--- src/rtl/rxring_pkg.sv ---
package rxring_pkg;

    localparam int CNT_W      = 16;
    localparam int DESC_WORDS = 4;

    localparam logic [3:0] OPC_IN_LAST = 4'h2;
    localparam logic [3:0] OPC_NOP     = 4'h6;
    localparam logic [1:0] POL_ALWAYS  = 2'b11;

    typedef struct packed {
        logic [3:0]       op;
        logic [1:0]       rsv_a;
        logic [1:0]       irq_pol;
        logic [1:0]       rsv_b;
        logic [1:0]       br_pol;
        logic [3:0]       rsv_c;
        logic [CNT_W-1:0] count;
    } cmd_word_t;

    typedef enum logic [2:0] {
        ST_IDLE,
        ST_RD0,
        ST_RD1,
        ST_RD2,
        ST_DEC,
        ST_RX,
        ST_WB
    } eng_state_e;

    function automatic logic policy_fires(input logic [1:0] pol);
        return pol == POL_ALWAYS;
    endfunction

    function automatic logic [31:0] make_status(input logic ovf,
                                                input logic [CNT_W-1:0] resid);
        return {1'b1, 14'b0, ovf, resid};
    endfunction

endpackage

--- src/rtl/rxring_packer.sv ---
module rxring_packer
    import rxring_pkg::*;
#(
    parameter int AW = 16
) (
    input  logic             clk,
    input  logic             rst,
    input  logic             load,
    input  logic [AW-1:0]    load_addr,
    input  logic [CNT_W-1:0] load_count,
    input  logic             enable,
    input  logic             rx_valid,
    input  logic [7:0]       rx_data,
    input  logic             rx_last,
    output logic             rx_ready,
    output logic             wr_req,
    output logic [AW-1:0]    wr_addr,
    output logic [31:0]      wr_data,
    output logic             done,
    output logic [CNT_W-1:0] residual,
    output logic             overflow
);

    logic [CNT_W-1:0] left_q;
    logic [1:0]       lane_q;
    logic [31:0]      wbuf_q;
    logic [AW-1:0]    waddr_q;
    logic             ovf_q;
    logic [AW-1:0]    base_q;
    logic [CNT_W-1:0] cnt_q;

    logic        accept;
    logic        store;
    logic [31:0] merged;

    assign rx_ready = enable;
    assign accept   = enable && rx_valid;
    assign store    = accept && (left_q != '0);

    always_comb begin
        merged = wbuf_q;
        merged[{lane_q, 3'b000} +: 8] = rx_data;
    end

    assign wr_req   = store && (lane_q == 2'd3 || left_q == CNT_W'(1) || rx_last);
    assign wr_addr  = waddr_q;
    assign wr_data  = merged;
    assign done     = accept && rx_last;
    assign residual = left_q;
    assign overflow = ovf_q;

    always_ff @(posedge clk) begin
        if (rst) begin
            left_q  <= '0;
            lane_q  <= '0;
            wbuf_q  <= '0;
            waddr_q <= '0;
            ovf_q   <= 1'b0;
            base_q  <= '0;
            cnt_q   <= '0;
        end else if (load) begin
            left_q  <= load_count;
            lane_q  <= '0;
            wbuf_q  <= '0;
            waddr_q <= load_addr;
            ovf_q   <= 1'b0;
            base_q  <= load_addr;
            cnt_q   <= load_count;
        end else begin
            if (store) begin
                left_q <= left_q - CNT_W'(1);
                if (wr_req) begin
                    wbuf_q  <= '0;
                    lane_q  <= '0;
                    waddr_q <= waddr_q + AW'(1);
                end else begin
                    wbuf_q <= merged;
                    lane_q <= lane_q + 2'd1;
                end
            end
            if (accept && left_q == '0) begin
                ovf_q <= 1'b1;
            end
        end
    end

    // every byte write stays inside the buffer the descriptor names
    assert_no_write_past_R5: assert property (@(posedge clk) disable iff (rst)
        wr_req |-> ((32'(wr_addr - base_q) * 4) < 32'(cnt_q)));

endmodule

--- src/rtl/rxring_ctrl.sv ---
module rxring_ctrl
    import rxring_pkg::*;
#(
    parameter int AW = 16
) (
    input  logic             clk,
    input  logic             rst,
    input  logic             ctl_start,
    input  logic [AW-1:0]    ctl_cmd_ptr,
    input  logic             ctl_continue,
    input  logic             ctl_stop,
    input  logic             ctl_reset,
    output logic             mem_req,
    output logic             mem_we,
    output logic [AW-1:0]    mem_addr,
    output logic [31:0]      mem_wdata,
    input  logic [31:0]      mem_rdata,
    output logic             pk_load,
    output logic [AW-1:0]    pk_addr,
    output logic [CNT_W-1:0] pk_count,
    output logic             pk_enable,
    input  logic             pk_wr_req,
    input  logic [AW-1:0]    pk_wr_addr,
    input  logic [31:0]      pk_wr_data,
    input  logic             pk_done,
    input  logic [CNT_W-1:0] pk_residual,
    input  logic             pk_overflow,
    output logic             irq,
    output logic             eng_run,
    output logic             eng_active
);

    localparam logic [AW-1:0] STEP = AW'(DESC_WORDS);

    eng_state_e    state_q;
    logic [AW-1:0] ptr_q;
    logic [AW-1:0] buf_q;
    logic [AW-1:0] tgt_q;
    cmd_word_t     cmd_q;
    logic          run_q;
    logic          active_q;
    logic          irq_q;

    always_ff @(posedge clk) begin
        if (rst) begin
            state_q  <= ST_IDLE;
            ptr_q    <= '0;
            buf_q    <= '0;
            tgt_q    <= '0;
            cmd_q    <= '0;
            run_q    <= 1'b0;
            active_q <= 1'b0;
            irq_q    <= 1'b0;
        end else begin
            irq_q <= 1'b0;
            if (ctl_reset) begin
                state_q  <= ST_IDLE;
                run_q    <= 1'b0;
                active_q <= 1'b0;
                ptr_q    <= '0;
            end else if (ctl_stop) begin
                state_q  <= ST_IDLE;
                run_q    <= 1'b0;
                active_q <= 1'b0;
            end else if (ctl_start) begin
                ptr_q    <= ctl_cmd_ptr;
                run_q    <= 1'b1;
                active_q <= 1'b1;
                state_q  <= ST_RD0;
            end else if (ctl_continue && run_q && !active_q) begin
                active_q <= 1'b1;
                state_q  <= ST_RD0;
            end else begin
                case (state_q)
                    ST_RD0: state_q <= ST_RD1;
                    ST_RD1: begin
                        cmd_q   <= cmd_word_t'(mem_rdata);
                        state_q <= ST_RD2;
                    end
                    ST_RD2: begin
                        buf_q   <= mem_rdata[AW-1:0];
                        state_q <= ST_DEC;
                    end
                    ST_DEC: begin
                        tgt_q <= mem_rdata[AW-1:0];
                        case (cmd_q.op)
                            OPC_IN_LAST: state_q <= ST_RX;
                            OPC_NOP: begin
                                ptr_q   <= policy_fires(cmd_q.br_pol) ? mem_rdata[AW-1:0]
                                                                      : ptr_q + STEP;
                                irq_q   <= policy_fires(cmd_q.irq_pol);
                                state_q <= ST_RD0;
                            end
                            default: begin
                                irq_q    <= policy_fires(cmd_q.irq_pol);
                                active_q <= 1'b0;
                                state_q  <= ST_IDLE;
                            end
                        endcase
                    end
                    ST_RX: if (pk_done) state_q <= ST_WB;
                    ST_WB: begin
                        irq_q   <= policy_fires(cmd_q.irq_pol);
                        ptr_q   <= policy_fires(cmd_q.br_pol) ? tgt_q : ptr_q + STEP;
                        state_q <= ST_RD0;
                    end
                    default: state_q <= ST_IDLE;
                endcase
            end
        end
    end

    always_comb begin
        mem_req   = 1'b0;
        mem_we    = 1'b0;
        mem_addr  = ptr_q;
        mem_wdata = '0;
        case (state_q)
            ST_RD0: mem_req = 1'b1;
            ST_RD1: begin
                mem_req  = 1'b1;
                mem_addr = ptr_q + AW'(1);
            end
            ST_RD2: begin
                mem_req  = 1'b1;
                mem_addr = ptr_q + AW'(2);
            end
            ST_RX: begin
                mem_req   = pk_wr_req;
                mem_we    = pk_wr_req;
                mem_addr  = pk_wr_addr;
                mem_wdata = pk_wr_data;
            end
            ST_WB: begin
                mem_req   = 1'b1;
                mem_we    = 1'b1;
                mem_addr  = ptr_q + AW'(3);
                mem_wdata = make_status(pk_overflow, pk_residual);
            end
            default: ;
        endcase
    end

    assign pk_load    = (state_q == ST_DEC) && (cmd_q.op == OPC_IN_LAST);
    assign pk_addr    = buf_q;
    assign pk_count   = cmd_q.count;
    assign pk_enable  = (state_q == ST_RX);
    assign irq        = irq_q;
    assign eng_run    = run_q;
    assign eng_active = active_q;

    assert_reset_clears_R1: assert property (@(posedge clk) disable iff (rst)
        ctl_reset |=> (!eng_run && !eng_active && !mem_req));

    assert_active_needs_run_R8: assert property (@(posedge clk) disable iff (rst)
        eng_active |-> eng_run);

    assert_parked_no_bus_R8: assert property (@(posedge clk) disable iff (rst)
        !eng_active |-> !mem_req);

    assert_irq_single_R6: assert property (@(posedge clk) disable iff (rst)
        irq |=> !irq);

    assert_ready_when_active_R11: assert property (@(posedge clk) disable iff (rst)
        pk_enable |-> eng_active);

    assert_continue_ignored_R9: assert property (@(posedge clk) disable iff (rst)
        (ctl_continue && !eng_run && !ctl_start && !ctl_reset && !ctl_stop) |=> !eng_active);

endmodule

--- src/rtl/rxring_dma.sv ---
module rxring_dma
    import rxring_pkg::*;
#(
    parameter int AW = 16
) (
    input  logic          clk,
    input  logic          rst,
    input  logic          ctl_start,
    input  logic [AW-1:0] ctl_cmd_ptr,
    input  logic          ctl_continue,
    input  logic          ctl_stop,
    input  logic          ctl_reset,
    output logic          mem_req,
    output logic          mem_we,
    output logic [AW-1:0] mem_addr,
    output logic [31:0]   mem_wdata,
    input  logic [31:0]   mem_rdata,
    input  logic          rx_valid,
    input  logic [7:0]    rx_data,
    input  logic          rx_last,
    output logic          rx_ready,
    output logic          irq,
    output logic          eng_run,
    output logic          eng_active
);

    logic             pk_load;
    logic [AW-1:0]    pk_addr;
    logic [CNT_W-1:0] pk_count;
    logic             pk_enable;
    logic             pk_wr_req;
    logic [AW-1:0]    pk_wr_addr;
    logic [31:0]      pk_wr_data;
    logic             pk_done;
    logic [CNT_W-1:0] pk_residual;
    logic             pk_overflow;

    rxring_ctrl #(.AW(AW)) ctrl_i (
        .clk          (clk),
        .rst          (rst),
        .ctl_start    (ctl_start),
        .ctl_cmd_ptr  (ctl_cmd_ptr),
        .ctl_continue (ctl_continue),
        .ctl_stop     (ctl_stop),
        .ctl_reset    (ctl_reset),
        .mem_req      (mem_req),
        .mem_we       (mem_we),
        .mem_addr     (mem_addr),
        .mem_wdata    (mem_wdata),
        .mem_rdata    (mem_rdata),
        .pk_load      (pk_load),
        .pk_addr      (pk_addr),
        .pk_count     (pk_count),
        .pk_enable    (pk_enable),
        .pk_wr_req    (pk_wr_req),
        .pk_wr_addr   (pk_wr_addr),
        .pk_wr_data   (pk_wr_data),
        .pk_done      (pk_done),
        .pk_residual  (pk_residual),
        .pk_overflow  (pk_overflow),
        .irq          (irq),
        .eng_run      (eng_run),
        .eng_active   (eng_active)
    );

    rxring_packer #(.AW(AW)) packer_i (
        .clk        (clk),
        .rst        (rst),
        .load       (pk_load),
        .load_addr  (pk_addr),
        .load_count (pk_count),
        .enable     (pk_enable),
        .rx_valid   (rx_valid),
        .rx_data    (rx_data),
        .rx_last    (rx_last),
        .rx_ready   (rx_ready),
        .wr_req     (pk_wr_req),
        .wr_addr    (pk_wr_addr),
        .wr_data    (pk_wr_data),
        .done       (pk_done),
        .residual   (pk_residual),
        .overflow   (pk_overflow)
    );

endmodule

--- config.mk ---
export PLATFORM = sky130hd
export DESIGN_NAME = rxring_dma
export DESIGN_NICKNAME = d
export VERILOG_FILES = /design/src/rtl/rxring_pkg.sv /design/src/rtl/rxring_packer.sv /design/src/rtl/rxring_ctrl.sv /design/src/rtl/rxring_dma.sv
export SDC_FILE = /design/constraint.sdc
export NUM_CORES = 1
export LEC_CHECK = 0
export ABC_AREA = 1
export BUFFER_PORTS_ARGS = -buffer_cell sky130_fd_sc_hd__buf_2
export CORE_ASPECT_RATIO = 2
export CORE_MARGIN = 3
export CORE_UTILIZATION = 35
export CTS_BUF_LIST = sky130_fd_sc_hd__clkbuf_8 sky130_fd_sc_hd__clkbuf_16
export DETAILED_ROUTE_END_ITERATION = 10
export HOLD_SLACK_MARGIN = 0.05
export PLACE_DENSITY = 0.52
export SYNTH_ARGS = -nofsm -noshare
export SYNTH_HDL_FRONTEND = slang
export SYNTH_HIERARCHICAL = 1
export SYNTH_SLANG_ARGS = --single-unit
--- constraint.sdc ---
create_clock -name clk -period 1.9 [get_ports clk]
set_input_delay 0.095 -clock clk [delete_from_list [all_inputs] [get_ports clk]]
set_output_delay 0.095 -clock clk [all_outputs]
set_load 0.05 [all_outputs]
## Word level (Yosys, flattened, before mapping)

Index checks and enable logic that the tools add are counted.

- Register bits after elaboration: 145
- Input port bits: 64
- Output and inout bits: 54
- Logic and storage cells: 106

- $add $sub $neg: 8
- Equality and inequality tests: 17
- Shift operators: 2
- Muxes and demuxes: 29
- Bitwise logic cells: 4
- Reductions and logical operators: 29

Operators by type and width:

| operator | count |
|---|---|
| 16-bit two-way mux | 10 |
| 16-bit case mux with 4 select lines | 1 |
| 32-bit case mux with 2 select lines | 1 |
| 16-bit by 1-bit adder with 16-bit output (second input constant) | 2 |
| 16-bit by 2-bit adder with 16-bit output (second input constant) | 2 |
| 32-bit bitwise mux | 1 |
| 32-bit two-way mux | 1 |
| 16-bit case mux with 2 select lines | 1 |
| 8-bit by 7-bit variable shift with 32-bit output (first input constant) | 1 |
| 8-bit by 7-bit variable part select with 32-bit output | 1 |
| 3-bit case mux with 6 select lines | 1 |
| 16-bit by 3-bit adder with 16-bit output (second input constant) | 1 |
| 16-bit by 1-bit equality test with 1-bit output (second input constant) | 1 |
| 16-bit zero test | 1 |
| 16-bit nonzero test | 1 |
| 16-bit by 1-bit subtractor with 16-bit output (second input constant) | 1 |
| 5-bit AND reduction | 3 |
| 3-bit equality test (second input constant) | 3 |
| 1-bit logical AND | 8 |
| 1-bit two-way mux | 7 |
| 5-bit negation with 7-bit output | 1 |
| 2-bit equality test (second input constant) | 3 |
| 3-bit by 2-bit equality test with 1-bit output (second input constant) | 2 |
| 1-bit case mux with 2 select lines | 3 |
| 22 further kinds | 32 |

## Depth between registers and ports, before layout

Gate-level depths: netlist (run 1).

- Depth after elaboration: 7
- Gate-level depth with buffers: 14
- Depth with buffers taken out: 13

## Cells and area by module

The synthesis (run 1) kept the hierarchy.

Modules (own cells, without submodules):

| module | times used | cells each | area an instance (um^2) | seq. area each (um^2) |
|---|---|---|---|---|
| rxring_ctrl | 1 | 755 | 4,825.9 | 1,561.5 |
| rxring_packer | 1 | 744 | 4,589.4 | 1,341.3 |

## Worst setup path after synthesis (run 1)

Ideal clock, no wire load.

- Path kind: flip-flop to output port
- Start point: reg ctrl_i.state_q[0]
- End point: out mem_we
- Arrival: 2,827 ps
- Data required time: 1,805 ps
- Path slack: -1,022 ps
- Cell stages (with the launch flop): 14
- Path buffers: 3
- Path through: dfxtp_1 nand3_1 buf_2 inv_2 buf_2 nand2_1 inv_1 nand2_8 inv_4 nand2_8 buf_12 inv_1 inv_1 o21ai_0

- Longest elaborated chain between the ends: 5
- Elaborated cells between the ends (all ways): 6
- Those cells by class: 2 x eq/ne; 1 x mux; 3 x reduce/logical

RTL lines:

| element | RTL line | text |
|---|---|---|
| start, declared | rxring_ctrl.sv:35 | `eng_state_e state_q;` |
| start signal, assigned | rxring_ctrl.sv:46 | `state_q <= ST_IDLE;` |
| start signal, assigned | rxring_ctrl.sv:57 | `state_q <= ST_IDLE;` |
| start signal, assigned | rxring_ctrl.sv:62 | `state_q <= ST_IDLE;` |
| 3-bit equality test | rxring_ctrl.sv:147 | `assign pk_enable = (state_q == ST_RX);` |
| net pk_enable | rxring_dma.sv:30 | `logic pk_enable;` |
| 1-bit logical AND | rxring_packer.sv:37 | `assign accept = enable && rx_valid;` |
| 1-bit logical AND | rxring_packer.sv:38 | `assign store = accept && (left_q != '0);` |
| 1-bit logical AND | rxring_packer.sv:45 | `assign wr_req = store && (lane_q == 2'd3 \|\| left_q == CNT_W'(1) \|\| rx_last);` |
| net pk_wr_req | rxring_dma.sv:31 | `logic pk_wr_req;` |
| 1-bit case mux with 2 select lines | rxring_ctrl.sv:118 | `case (state_q)` |
| end, declared | rxring_dma.sv:14 | `output logic mem_we,` |

The timed path passes the listed nets, and every way through them passes these cells.

## Final worst setup path (run 1)

- Start point: reg packer_i.lane_q[0]
- End point: out mem_wdata[2]

- Longest elaborated chain between the ends: 4
- Elaborated cells between the ends (all ways): 5
- Those cells by class: 1 x add/sub; 2 x shift; 2 x mux

RTL lines:

| element | RTL line | text |
|---|---|---|
| start, declared | rxring_packer.sv:25 | `logic [1:0] lane_q;` |
| start signal, assigned | rxring_packer.sv:78 | `lane_q <= lane_q + 2'd1;` |
| 5-bit negation with 7-bit output * | rxring_packer.sv:42 | `merged[{lane_q, 3'b000} +: 8] = rx_data;` |
| 8-bit by 7-bit variable part select with 32-bit output or 8-bit by 7-bit variable shift with 32-bit output (tied branches) | rxring_packer.sv:42 |  |
| 32-bit bitwise mux * | rxring_packer.sv:42 |  |
| net pk_wr_data[2] | rxring_dma.sv:33 | `logic [31:0] pk_wr_data;` |
| 32-bit case mux with 2 select lines * | rxring_ctrl.sv:118 |  |
| end, declared | rxring_dma.sv:16 | `output logic [31:0] mem_wdata,` |

The timed path passes the listed nets; every way through them passes the cells marked *.

==> results.sh, run 1 <==
export IMPL_start_util=0.357
export IMPL_std_cell_rows=84
export IMPL_postRouteAntennaNets=0
export IMPL_grt_overflow=0
export IMPL_crit_path_start_kind="flop"
export IMPL_fillCellCount=2596
export IMPL_worst_clock_skew_ps=8.47
export IMPL_port_buffers=109
export IMPL_tns_ps=-10950
export IMPL_maxCapViolCount=0
export IMPL_vias=10975
export IMPL_critPathCaptureType="output port"
export IMPL_drt_total_wl_um=38400
export IMPL_fin_crit_sh=1.18
export IMPL_globalplace_congestion=0.949
export IMPL_path_clk_slew_ps=60
export IMPL_synthMuxAreaShare=0
export IMPL_cp_data_arrival_time_ps=2140
export IMPL_post_route_drc_count=0
export IMPL_core_area_um2=26400
export IMPL_final_core_util=0.535
export IMPL_nets=1856
export IMPL_ir_drop_uv=579
export IMPL_worst_pin_slew_ps=871
export IMPL_post_place_ws_ps=-171
export IMPL_cts_root_buf="clkbuf_16"
export IMPL_p_seq_frac=0.436
export IMPL_finalSetupViolations=49
export IMPL_layout_drive_gt1_share=0.340
export IMPL_period_needed_ps=2240
export IMPL_clock_fmax_ghz=0.447
export IMPL_cts_buffer_depth=2
export IMPL_p_total_mw=7.01
export IMPL_drt_initial_drc_count=605
export IMPL_p_leak_nw=6.35
export IMPL_p_sw_mw=1.78
export IMPL_viasPerCell=5.14
export IMPL_yosys_area_top_type="dfxtp_1"
export IMPL_synth_enable_flop_cells=0
export IMPL_placed_cell_area_um2=11200
export IMPL_synth_xor_area_frac=0.00744
export IMPL_grt_setup_unrepaired="true"
export IMPL_slew_headroom=0.419
export IMPL_grt_pass1_vias=10367
export IMPL_ys_seq_area_frac=0.308
export IMPL_synth_top_family_by_area="simple AND/OR/NAND/NOR gates"
export IMPL_cts_made_buffers=17
export IMPL_status="complete, but fails checks"
export IMPL_hold_slack_ps=64.1
export IMPL_pwr_share_clk=0.483
export IMPL_maxSlewViolCount=0
export IMPL_clk_latency_ps=440
export IMPL_track_usage=0.255
export IMPL_synth_compound_area_frac=0.197
export IMPL_die_w_um=122
export IMPL_hpwl_um=28200
export IMPL_synth_adder_area_share=0.0159
export IMPL_grt_max_degree=41
export IMPL_hold_class="in2reg"
export IMPL_violations="negative setup slack"
export IMPL_avgRoutedWirePerCell_um=18.0
export IMPL_ys_ff_latch=145
export IMPL_required_ps=1800
export IMPL_grt_pass1_wl_um=56600
export IMPL_pwr_share_comb=0.081
export IMPL_io_pin_count=118
export IMPL_critPathKind="reg2out"
export IMPL_syn_nets=1575
export IMPL_first_pass_iters=5
export IMPL_numClockSinks=145
export IMPL_synthSimpleGateAreaFrac=0.337
export IMPL_antenna_found_initial=1
export IMPL_power_density_nw_per_um2=497
export IMPL_hold_violations=0
export IMPL_stdcell_count=2136
export IMPL_synth_async_sr_flop_share=0
export IMPL_dieArea_um2=29000
export IMPL_swShare=0.253
export IMPL_placed_cells=1998
export IMPL_synth_main_ff_cell="dfxtp_1"
export IMPL_path_max_fanout=8
export IMPL_ctsHtreeMaxLevel=4
export IMPL_ys_top_cells_by_area="dfxtp_1 (31%), nand2_1 (13%), nor2_1 (8.5%), o21ai_0 (7.5%), inv_1 (7.5%)"
export IMPL_die_y_um=238
export IMPL_avgSynthCellArea_um2=6.28
export IMPL_synthesis_area_um2=9420
export IMPL_fin_ws_ps=-337
export IMPL_finalInstanceArea_um2=14100
export IMPL_cts_tree="done"
export IMPL_synth_top_area_frac=0.308
export IMPL_synth_cells=1499
export IMPL_yosys_warnings=6
export IMPL_area_growth_pct=49.9
export IMPL_p_int_mw=5.23
export IMPL_ys_types=50
## final cells by class
| type | instances | area, µm² | area share |
|---|---|---|---|
| Inverter | 202 | 831 | 0.0589 |
| Tap cell | 344 | 430 | 0.0305 |
| Multi-Input combinational cell | 1067 | 6180 | 0.438 |
| Timing Repair Buffer | 347 | 3150 | 0.223 |
| Antenna cell | 1 | 2.50 | 0.000177 |
| Sequential cell | 145 | 2950 | 0.209 |
| Clock inverter | 12 | 134 | 0.00949 |
| Clock buffer | 18 | 439 | 0.0311 |
## worst paths after layout
path / startpoint / to / slack, ps / depth (start not counted)
setup / recovery: packer_i/lane_q[0]$_SDFFE_PP0P_ / mem_wdata[2] / -340 / 9
hold reg to reg: ctrl_i/cmd_q[29]$_SDFFE_PP0P_ / ctrl_i/cmd_q[29]$_SDFFE_PP0P_ / 480 / 2
setup reg to reg: ctrl_i/state_q[0]$_SDFFE_PP0P_ / packer_i/wbuf_q[8]$_SDFFE_PP0P_ / 30 / 14
hold / removal: ctl_cmd_ptr[3] / ctrl_i/ptr_q[3]$_SDFFE_PP0P_ / 60 / 5
## repair_timing
item	4_1_cts	5_1_grt
buffers inserted	47	27
endpoints found under the setup margin	54	127
pin swaps	49	53
hold buffers	36	0
resized for setup	244	145
gates cloned	0	5
hold endpoints to repair	72	0
## registers in the layout, summed over array words and instances (netlist names)
signal,count
packer_i/wbuf_q,32
ctrl_i/pk_addr,16
ctrl_i/pk_count,16
ctrl_i/ptr_q,16
ctrl_i/tgt_q,16
packer_i/residual,16
packer_i/wr_addr,16
ctrl_i/cmd_q,8
ctrl_i/state_q,3
packer_i/lane_q,2
ctrl_i/eng_active,1
ctrl_i/eng_run,1
ctrl_i/irq,1
packer_i/overflow,1
## kinds of logic after synthesis
family,Yosys count
compound gates,324
fa+ha+maj,12
flops,145
xor+xnor,8
simple gates,723
buf+inv,287
## placed cells by master (no fill, tap or decap), types with 5 or more instances in the layout
cell type      Yosys  layout
nand2_1          323     296
nor2_1           213     181
buf_4             27     163
inv_1            189     155
dfxtp_1          145     128
o21ai_0          142     125
a21oi_1          100      96
nand3_1          110      93
buf_2             21      59
buf_6              6      49
dlygate4sd3_1      0      36
inv_2             10      26
nand3_2           15      26
nor2_4             4      24
nand2_2            7      23
clkbuf_16          0      22
buf_8              0      22
nand4_1           20      20
nor2_2             7      19
inv_4              1      14
a22o_2             0      13
buf_12             1      13
a21oi_2            9      12
nand2_4            3      11
o211ai_1          11      11
a22oi_2            0      11
o21ai_2            0      10
o22ai_4            0      10
nor3_1             9       9
dfxtp_4            0       9
dfxtp_2            0       8
nand3_4            0       6
o22ai_2            0       6
o21ai_1            1       6
xor2_1             6       6
clkinv_2           0       5
nand2_8            2       5
or2_2              5       5
ha_4               0       5
## worst max-delay path, cell delays in order (launching register included)
cell     delay, ps
dfxtp_2        360
inv_4           50
ha_4           220
inv_4           70
buf_6           80
nand4_1        170
buf_6          220
o22ai_1        170
a22o_2         190
buf_8          140
## routing by layer
metal	vias to the layer above	track usage	share of wire
li1	5425	-	-
met1	5109	0.247	0.34
met2	331	0.486	0.55
met3	110	0.0351	0.034
met4	0	0.167	0.073
met5	-	0	0
## synthesized netlist by cell type (2+ instances only)
library cell	n
o21ai_0	142
a21oi_1	100
clkinv_1	2
ha_1	12
buf_1	4
nand2_1	323
inv_2	10
nand4_1	20
nand2_2	7
nand2_8	2
nor2_4	4
o22ai_1	18
xnor2_1	2
or2_2	5
a21oi_2	9
a22oi_1	12
nand3_1	110
dfxtp_1	145
buf_4	27
o2111ai_1	4
xor2_1	6
nor2_2	7
clkbuf_1	24
o211ai_1	11
nand2_4	3
o21a_1	2
clkbuf_2	2
nor3_1	9
buf_2	21
nand3_2	15
a22o_1	17
inv_1	189
nor2_1	213
buf_6	6
## power groups by stage
stage / Clock [mW] / Sequential (mW) / Combinational [mW]
floorplan: 0 / 3.13 / 0.232
global placement: 0 / 3.13 / 0.445
global route: 3.58 / 3.06 / 0.612
detailed placement: 0 / 3.13 / 0.445
finish: 3.39 / 3.06 / 0.569
CTS: 3.47 / 3.06 / 0.534
(Power assumes the default switching activity.)
==> run 2, diff against run 1 <==
--- a/config.mk
+++ b/config.mk
@@ -13,7 +13,7 @@
 export CTS_BUF_LIST = sky130_fd_sc_hd__clkbuf_8 sky130_fd_sc_hd__clkbuf_16
 export DETAILED_ROUTE_END_ITERATION = 10
 export HOLD_SLACK_MARGIN = 0.05
-export PLACE_DENSITY = 0.52
+export PLACE_DENSITY = 0.5
 export SYNTH_ARGS = -nofsm -noshare
 export SYNTH_HDL_FRONTEND = slang
 export SYNTH_HIERARCHICAL = 1
==> constraint.sdc (replaced) <==
create_clock -name clk -period 2.4 [get_ports clk]
set_input_delay 0.12 -clock clk [delete_from_list [all_inputs] [get_ports clk]]
set_output_delay 0.12 -clock clk [all_outputs]
set_load 0.05 [all_outputs]
==> results.sh, run 2 (synthesis gave the netlist of run 1 again) <==
export IMPL_path_clk_slew_ps=60
export IMPL_avgRoutedWirePerCell_um=17.4
export IMPL_clock_fmax_ghz=0.438
export IMPL_critPathKind="reg2out"
export IMPL_tns_ps=0
export IMPL_fin_ws_ps=117
export IMPL_globalplace_congestion=0.913
export IMPL_slowest_delay_ps=310
export IMPL_clk_latency_ps=440
export IMPL_p_leak_nw=5.41
export IMPL_finalInstanceArea_um2=11800
export IMPL_post_route_drc_count=0
export IMPL_critPathCaptureType="output port"
export IMPL_placed_cell_area_um2=10500
export IMPL_core_area_um2=26400
export IMPL_grt_pass1_wl_um=53800
export IMPL_cts_made_buffers=17
export IMPL_path_common_cell="buf_4"
export IMPL_antenna_found_initial=0
export IMPL_largest_register_ffs=32
export IMPL_ctsHtreeMaxLevel=4
export IMPL_first_pass_iters=5
export IMPL_track_usage=0.243
export IMPL_dieArea_um2=29000
export IMPL_port_buffers=109
export IMPL_ir_drop_uv=464
export IMPL_crit_path_start_kind="flop"
export IMPL_drt_initial_drc_count=541
export IMPL_period_needed_ps=2280
export IMPL_multi_input_area_um2=5450
export IMPL_viasPerCell=5.08
export IMPL_worst_clock_skew_ps=11.5
export IMPL_regArea_um2=2930
export IMPL_die_y_um=238
export IMPL_maxSlewViolCount=0
export IMPL_hpwl_um=26800
export IMPL_hold_violations=0
export IMPL_cts_tree="done"
export IMPL_postRouteAntennaNets=0
export IMPL_crit_slowest_cell="dfxtp_1"
export IMPL_cts_buffer_depth=2
export IMPL_io_pin_count=118
export IMPL_power_density_nw_per_um2=462
export IMPL_grt_pass1_vias=9900
export IMPL_grt_overflow=0
export IMPL_grt_max_degree=38
export IMPL_required_ps=2280
export IMPL_path_max_fanout=5
export IMPL_std_cell_rows=84
export IMPL_start_util=0.357
export IMPL_mostFrequentLayoutCell="nand2_1"
export IMPL_cp_data_arrival_time_ps=2160
export IMPL_drt_total_wl_um=35000
export IMPL_die_w_um=122
export IMPL_status="finished, final reports clean"
export IMPL_worst_pin_slew_ps=746
export IMPL_area_growth_pct=25.2
export IMPL_numClockSinks=145
export IMPL_fillCellCount=2853
export IMPL_nets=1725
export IMPL_cts_root_buf="clkbuf_16"
export IMPL_post_place_ws_ps=217
export IMPL_finalSetupViolations=0
export IMPL_slew_headroom=0.502
export IMPL_grt_setup_unrepaired="true"
export IMPL_fin_crit_sh=0.951
export IMPL_final_cell_mix="nand2_1 (318), nor2_1 (206), inv_1 (184)"
export IMPL_maxCapViolCount=0
export IMPL_hold_class="in2reg"
export IMPL_layout_drive_gt1_share=0.200
export IMPL_crit_chain="inv_1 -> buf_4 -> ha_4 -> nand4_1 -> buf_4 -> o22ai_1 -> buf_4 -> a22o_1 -> buf_2"
export IMPL_final_core_util=0.447
export IMPL_largest_register="packer_i/wbuf_q"
export IMPL_vias=10188
export IMPL_p_total_mw=5.45
-- run 2: final cells by class --
type	count	share of cell area
antenna	1	0.000212
clock buffer	17	0.0361
clock inverter	15	0.0122
inverter	202	0.0653
multi-input combinational	1067	0.462
sequential	145	0.248
tap	344	0.0365
timing repair buffer	216	0.139
-- run 2: per-layer routing --
| layer | vias to the layer above | GRT usage | wire (µm) |
|---|---|---|---|
| met4 | 0 | 0.164 | 2450 |
| met2 | 285 | 0.457 | 18800 |
| li1 | 5145 | - | - |
| met5 | - | 0 | 0 |
| met3 | 85 | 0.0349 | 1170 |
| met1 | 4673 | 0.238 | 12500 |
-- run 2: power by group --
group          total, mW  switching, mW  internal (mW)
Combinational      0.389          0.239          0.150
Sequential          2.42         0.0129           2.41
Clock               2.64           1.18           1.46
-- run 2: worst max-delay path: cells and delay by family, from the launching register on --
kind	cells	cell delay [ps]
AND/OR/NAND/NOR	1	130
AO/OA/AOI/OAI	2	230
buffers and inverters	5	890
adder cells (fa/ha/maj)	1	170
flip-flops	1	310
-- run 2: repair_timing --
action                                  in CTS  in global routing
setup buffers                                2                  5
gates resized for setup                     62                 71
gates cloned                                 0                  0
hold buffers                                32                  0
endpoints found under the setup margin      40                 49
pin swaps                                    2                 11
hold endpoints to repair                    65                  0
-- run 2: final timing paths --
kind	slack, ps	startpoint	cells after the start	end
hold / removal	80	ctl_cmd_ptr[15]	5	ctrl_i/ptr_q[15]$_SDFFE_PP0P_
setup / recovery	120	packer_i/lane_q[0]$_SDFFE_PP0P_	9	mem_wdata[4]
setup reg to reg	290	packer_i/residual[0]$_SDFFE_PP0P_	12	packer_i/residual[14]$_SDFFE_PP0P_
hold reg to reg	460	ctrl_i/tgt_q[3]$_SDFFE_PP0P_	2	ctrl_i/tgt_q[3]$_SDFFE_PP0P_
-- run 2: through the flow --
step           hold slack [ps]  instances
2_1_floorplan              284       1499
3_3_place_gp               375       1935
3_5_place_dp               387       1935
4_1_cts                   52.1       2001
5_1_grt                    106       2006
6_report                  81.2       2007
